[src/rtl/gpio_pkg.sv]
package gpio_pkg;

    localparam int ADDR_W = 3;

    typedef enum logic [ADDR_W-1:0] {
        OFS_DATA  = 3'd0,
        OFS_SET   = 3'd1,
        OFS_CLR   = 3'd2,
        OFS_TOG   = 3'd3,
        OFS_DIR   = 3'd4,
        OFS_FSEL  = 3'd5
    } reg_ofs_e;

    typedef struct packed {
        logic wr_data;
        logic wr_set;
        logic wr_clr;
        logic wr_tog;
        logic wr_dir;
        logic wr_fsel;
    } wr_strb_t;

endpackage

[src/rtl/gpio_bus_decode.sv]
module gpio_bus_decode
    import gpio_pkg::*;
#(
    parameter int NUM_PINS = 32
) (
    input  logic                bus_sel,
    input  logic                bus_we,
    input  logic [ADDR_W-1:0]   bus_addr,
    input  logic [NUM_PINS-1:0] pin_sync,
    input  logic [NUM_PINS-1:0] dir_q,
    input  logic [NUM_PINS-1:0] fsel_q,
    output wr_strb_t            strb,
    output logic [NUM_PINS-1:0] bus_rdata
);

    logic do_wr;
    logic do_rd;

    assign do_wr = bus_sel & bus_we;
    assign do_rd = bus_sel & ~bus_we;

    // Write strobes: one-hot at most, unmapped offsets produce none
    always_comb begin
        strb = '0;
        if (do_wr) begin
            case (bus_addr)
                OFS_DATA: strb.wr_data = 1'b1;
                OFS_SET:  strb.wr_set  = 1'b1;
                OFS_CLR:  strb.wr_clr  = 1'b1;
                OFS_TOG:  strb.wr_tog  = 1'b1;
                OFS_DIR:  strb.wr_dir  = 1'b1;
                OFS_FSEL: strb.wr_fsel = 1'b1;
                default:  strb         = '0;
            endcase
        end
    end

    // Read mux: data returns synchronized pins; set/clear/toggle read zero
    always_comb begin
        bus_rdata = '0;
        if (do_rd) begin
            case (bus_addr)
                OFS_DATA: bus_rdata = pin_sync;
                OFS_DIR:  bus_rdata = dir_q;
                OFS_FSEL: bus_rdata = fsel_q;
                default:  bus_rdata = '0;
            endcase
        end
    end

endmodule

[src/rtl/gpio_out_latch.sv]
module gpio_out_latch
    import gpio_pkg::*;
#(
    parameter int NUM_PINS = 32
) (
    input  logic                clk,
    input  logic                rst_n,
    input  wr_strb_t            strb,
    input  logic [NUM_PINS-1:0] wdata,
    output logic [NUM_PINS-1:0] latch_q
);

    typedef struct packed {
        logic [NUM_PINS-1:0] lat;
    } lat_state_t;

    lat_state_t st_d, st_q;

    always_comb begin
        st_d = st_q;
        if (strb.wr_data) begin
            st_d.lat = wdata;
        end else if (strb.wr_set) begin
            st_d.lat = st_q.lat | wdata;
        end else if (strb.wr_clr) begin
            st_d.lat = st_q.lat & ~wdata;
        end else if (strb.wr_tog) begin
            st_d.lat = st_q.lat ^ wdata;
        end
    end

    always_ff @(posedge clk or negedge rst_n) begin
        if (!rst_n) begin
            st_q <= '0;
        end else begin
            st_q <= st_d;
        end
    end

    assign latch_q = st_q.lat;

endmodule

[src/rtl/gpio_cfg_regs.sv]
module gpio_cfg_regs
    import gpio_pkg::*;
#(
    parameter int NUM_PINS = 32
) (
    input  logic                clk,
    input  logic                rst_n,
    input  wr_strb_t            strb,
    input  logic [NUM_PINS-1:0] wdata,
    output logic [NUM_PINS-1:0] dir_q,
    output logic [NUM_PINS-1:0] fsel_q,
    output logic [NUM_PINS-1:0] oe
);

    typedef struct packed {
        logic [NUM_PINS-1:0] dir;
        logic [NUM_PINS-1:0] fsel;
    } cfg_state_t;

    cfg_state_t cfg_d, cfg_q;

    always_comb begin
        cfg_d = cfg_q;
        if (strb.wr_dir) begin
            cfg_d.dir = wdata;
        end
        if (strb.wr_fsel) begin
            cfg_d.fsel = wdata;
        end
    end

    always_ff @(posedge clk or negedge rst_n) begin
        if (!rst_n) begin
            cfg_q <= '0;
        end else begin
            cfg_q <= cfg_d;
        end
    end

    assign dir_q  = cfg_q.dir;
    assign fsel_q = cfg_q.fsel;

    // Drive only when the general-purpose function is selected and direction is output
    generate
        for (genvar i = 0; i < NUM_PINS; i++) begin : g_oe
            assign oe[i] = cfg_q.dir[i] & ~cfg_q.fsel[i];
        end
    endgenerate

endmodule

[src/rtl/gpio_in_sync.sv]
module gpio_in_sync #(
    parameter int NUM_PINS    = 32,
    parameter int SYNC_STAGES = 2
) (
    input  logic                clk,
    input  logic                rst_n,
    input  logic [NUM_PINS-1:0] pin_in,
    output logic [NUM_PINS-1:0] pin_sync
);

    localparam int LAST = SYNC_STAGES - 1;

    logic [NUM_PINS-1:0] stage_d [SYNC_STAGES];
    logic [NUM_PINS-1:0] stage_q [SYNC_STAGES];

    generate
        for (genvar s = 0; s < SYNC_STAGES; s++) begin : g_stage
            if (s == 0) begin : g_first
                always_comb stage_d[s] = pin_in;
            end else begin : g_next
                always_comb stage_d[s] = stage_q[s-1];
            end

            always_ff @(posedge clk or negedge rst_n) begin
                if (!rst_n) begin
                    stage_q[s] <= '0;
                end else begin
                    stage_q[s] <= stage_d[s];
                end
            end
        end
    endgenerate

    assign pin_sync = stage_q[LAST];

endmodule

[src/rtl/gpio_data_port.sv]
module gpio_data_port
    import gpio_pkg::*;
#(
    parameter int NUM_PINS    = 32,
    parameter int SYNC_STAGES = 2
) (
    input  logic                clk,
    input  logic                rst_n,
    input  logic                bus_sel,
    input  logic                bus_we,
    input  logic [ADDR_W-1:0]   bus_addr,
    input  logic [NUM_PINS-1:0] bus_wdata,
    output logic [NUM_PINS-1:0] bus_rdata,
    input  logic [NUM_PINS-1:0] pin_in,
    output logic [NUM_PINS-1:0] pin_out,
    output logic [NUM_PINS-1:0] pin_oe
);

    wr_strb_t            strb;
    logic [NUM_PINS-1:0] pin_sync;
    logic [NUM_PINS-1:0] dir_q;
    logic [NUM_PINS-1:0] fsel_q;
    logic [NUM_PINS-1:0] latch_q;

    gpio_bus_decode #(.NUM_PINS(NUM_PINS)) u_decode (
        .bus_sel   (bus_sel),
        .bus_we    (bus_we),
        .bus_addr  (bus_addr),
        .pin_sync  (pin_sync),
        .dir_q     (dir_q),
        .fsel_q    (fsel_q),
        .strb      (strb),
        .bus_rdata (bus_rdata)
    );

    gpio_out_latch #(.NUM_PINS(NUM_PINS)) u_latch (
        .clk     (clk),
        .rst_n   (rst_n),
        .strb    (strb),
        .wdata   (bus_wdata),
        .latch_q (latch_q)
    );

    gpio_cfg_regs #(.NUM_PINS(NUM_PINS)) u_cfg (
        .clk    (clk),
        .rst_n  (rst_n),
        .strb   (strb),
        .wdata  (bus_wdata),
        .dir_q  (dir_q),
        .fsel_q (fsel_q),
        .oe     (pin_oe)
    );

    gpio_in_sync #(.NUM_PINS(NUM_PINS), .SYNC_STAGES(SYNC_STAGES)) u_sync (
        .clk      (clk),
        .rst_n    (rst_n),
        .pin_in   (pin_in),
        .pin_sync (pin_sync)
    );

    assign pin_out = latch_q;

endmodule

[config.mk]
export PLATFORM = sky130hd
export DESIGN_NAME = gpio_data_port
export DESIGN_NICKNAME = d
export VERILOG_FILES = /design/src/rtl/gpio_pkg.sv /design/src/rtl/gpio_bus_decode.sv /design/src/rtl/gpio_out_latch.sv /design/src/rtl/gpio_cfg_regs.sv /design/src/rtl/gpio_in_sync.sv /design/src/rtl/gpio_data_port.sv
export SDC_FILE = /design/constraint.sdc
export NUM_CORES = 1
export LEC_CHECK = 0
export CORE_UTILIZATION = 55
export DETAILED_ROUTE_END_ITERATION = 6
export HOLD_SLACK_MARGIN = 0.06
export PLACE_DENSITY = 0.85
export REMOVE_ABC_BUFFERS = 1
export SLEW_MARGIN = 40
export SYNTH_ARGS = -nofsm -noshare
export SYNTH_HDL_FRONTEND = slang
export SYNTH_SLANG_ARGS = --single-unit
[constraint.sdc]
create_clock -name clk -period 4.42 [get_ports clk]
set_input_delay 0.884 -clock clk [delete_from_list [all_inputs] [get_ports clk]]
set_output_delay 0.884 -clock clk [all_outputs]
set_load 0.02 [all_outputs]
==> flow_summary.ini <==
[route]
via_count = 5812
antenna_left = 0
first_iter_violations = 502
drc = 0
wl_um = 20100
wl_per_cell_um = 19.2
viasPerCell = 5.57
firstDrtPassIters = 5

[synth]
netlist_area_mm2 = 0.00804
syn_area_per_cell_um2 = 11.6
yosysWarningCount = 0
synth_cells = 691
ys_ff_latch = 160
ys_types = 25
yosysSeqAreaShare_pct = 49.8

[grt]
grt_pass1_wl_um = 31500
grt-ovfl-total = 0
grt_max_degree = 101
grt_use_total_pct = 28.2
grt_pass1_vias = 6200
antenna_found_initial = 0

[clock_network]
cts_root_buf = clkbuf_16
cts_num_sinks = 160
cts.htree.levels = 4
postCtsHoldBufs = 0
cts_tree = yes
cts.path.max_buffers = 2
clock_latency_ps = 430
cts-buffers-inserted = 17
cts_resized = 0
path_clk_slew_ps = 60
post_cts_buffers = 0

[outcome]
status = completed

[final_layout]
final_common_cell = clkdlybuf4s50_1
stdcell_area_mm2 = 0.0105
drive_gt1_share_pct = 17.4
fin_cells = 1044
syn_to_final_growth_pct = 30.8
fin_nets = 987
fill_cells = 891
most-common-layout-cells = 163 x clkdlybuf4s50_1, 160 x dfrtp_1, 77 x mux2i_1
n_antenna_cell = 0

[pwr]
power_switching_share_pct = 29.3
power_density_mw_per_mm2 = 445
p_int_uw = 3310
clkPwrFrac_pct = 33.1
combPwrFrac_pct = 26.6
ir_drop_mv = 0.265
power.switching_uw = 1370
leakagePower_uw = 0.00487
p_seq_share_pct = 40.3

[timing]
drv_slew = 0
final-setup-viol-count = 0
maxSlewHeadroom_pct = 53.0
fmax_ghz = 0.256
setup_tns_ps = 0
grt_setup_unrepaired = no
hold_violations = 0
worstMarginPinSlew_ps = 701
clock_skew_ps = 4.97
fin_crit_sh_pct = 88.4
fin_crit_ps = 3910
timing.final.ws_setup_ps = 512

[worst_setup_path]
r2r-end = u_latch.latch_q[14]$_DFFE_PN0P_
r2r_slack_ps = 3010
worstPathRequired_ps = 3540
critPathLaunchType = input pin
critical_path_class = in2out
worstSetupEndpointType = output pin
r2r_cells = 5
worstPathArrival_ps = 3020
cp_max_fo = 23
r2r-start = u_latch.latch_q[14]$_DFFE_PN0P_

[placed_design]
gp_congestion = 0.798
io_buffers = 166
post-place-ws_ps = 570
placed_cell_area_mm2 = 0.00986
dp_cells = 1012
hpwl_um = 13300

[run]
max_cap_viol_count = 0

[floorplan]
die_x_um = 123
rows = 43
core_mm2 = 0.0140
start_util_pct = 57.2
die_h_um = 123
dieArea_mm2 = 0.0151
pin_count = 167

[worst_hold_path]
min_path_type = in2async
## metrics by stage
stage                     power, µW  utilization [%]  hold WS (ps)
after floorplan                2530                -           331
after global placement         3040             70.2           332
after detailed placement       3140             70.2           335
after CTS                      4700             74.7           348
after global routing           4880             74.8           319
final                          4680             74.8           306
## kinds of logic after synthesis
kind of cell | share of synthesized area (%)
flops | 49.8
mux | 18.6
simple gates | 9.03
buf+inv | 5.45
compound gates | 7.16
fa+ha+maj | 9.97
## worst max-delay path, stage by stage
cell and delay [ps]:
clkdlybuf4s50_1 510, nor2_1 170, nand3_2 250, buf_4 340
a21oi_1 200, clkdlybuf4s50_1 660
## cells in the mapped netlist
master / n / area share, %
dfrtp_1: 160 / 50
mux2i_1: 77 / 9.6
ha_1: 64 / 10
inv_1: 64 / 3.0
mux2_2: 64 / 9.0
nand2_1: 51 / 2.4
nor2b_1: 33 / 2.6
a21oi_1: 32 / 2.0
or2_2: 32 / 2.5
a222oi_1: 19 / 2.4
o21ai_0: 19 / 1.2
buf_2: 17 / 1.1
clkbuf_1: 14 / 0.65
nor2_1: 14 / 0.65
a221o_1: 13 / 1.6
buf_4: 8 / 0.75
nor3b_2: 2 / 0.31
and2_1: 1 / 0.078
nand2_2: 1 / 0.078
nand2b_1: 1 / 0.078
nand3_1: 1 / 0.062
nand4_1: 1 / 0.078
nand4b_1: 1 / 0.11
nor3_1: 1 / 0.062
or2_1: 1 / 0.078
## layout make-up
cell class | instances | area [µm²] | area share [%]
clock buffers | 20 | 457 | 4.35
clock inverters | 11 | 163 | 1.55
inverters | 64 | 240 | 2.29
multi-input cells | 428 | 3620 | 34.4
flip-flops and latches | 160 | 4000 | 38.1
well taps | 180 | 225 | 2.14
repair buffers | 181 | 1800 | 17.2
## registers in the layout (all words and copies together), names as in the netlist
name             cells
u_latch.latch_q     32
u_cfg.fsel_q        32
u_sync.stage_d      32
u_sync.pin_sync     32
u_cfg.dir_q         32
## per-layer routing
metal  global-route usage [%]  vias up  share of wire, %
met2                     49.7      204                53
met4                     11.7        0               1.7
met1                     32.9     2902                40
met3                     6.55       30               5.6
li1                         -     2676                 -
met5                        0        -                 0
## power by group through the flow
stage | clock network (µW) | logic [µW] | registers, µW
floorplan | 0 | 591 | 1940
global placement | 0 | 1160 | 1880
detailed placement | 0 | 1230 | 1910
CTS | 1560 | 1250 | 1890
global route | 1620 | 1350 | 1920
finish | 1550 | 1240 | 1890
## how the worst max path moves through the flow
stage,from,end,slack (ps)
after detailed placement,bus_addr[1],bus_rdata[5],570
after global placement,bus_addr[1],bus_rdata[18],620
after CTS,bus_addr[1],bus_rdata[10],530
final,bus_addr[1],bus_rdata[10],510
after floorplan,bus_we,u_latch.latch_q[0]$_DFFE_PN0P_,1430
after global routing,bus_addr[1],bus_rdata[10],420
Note: power is estimated with default switching activity, not from simulation.
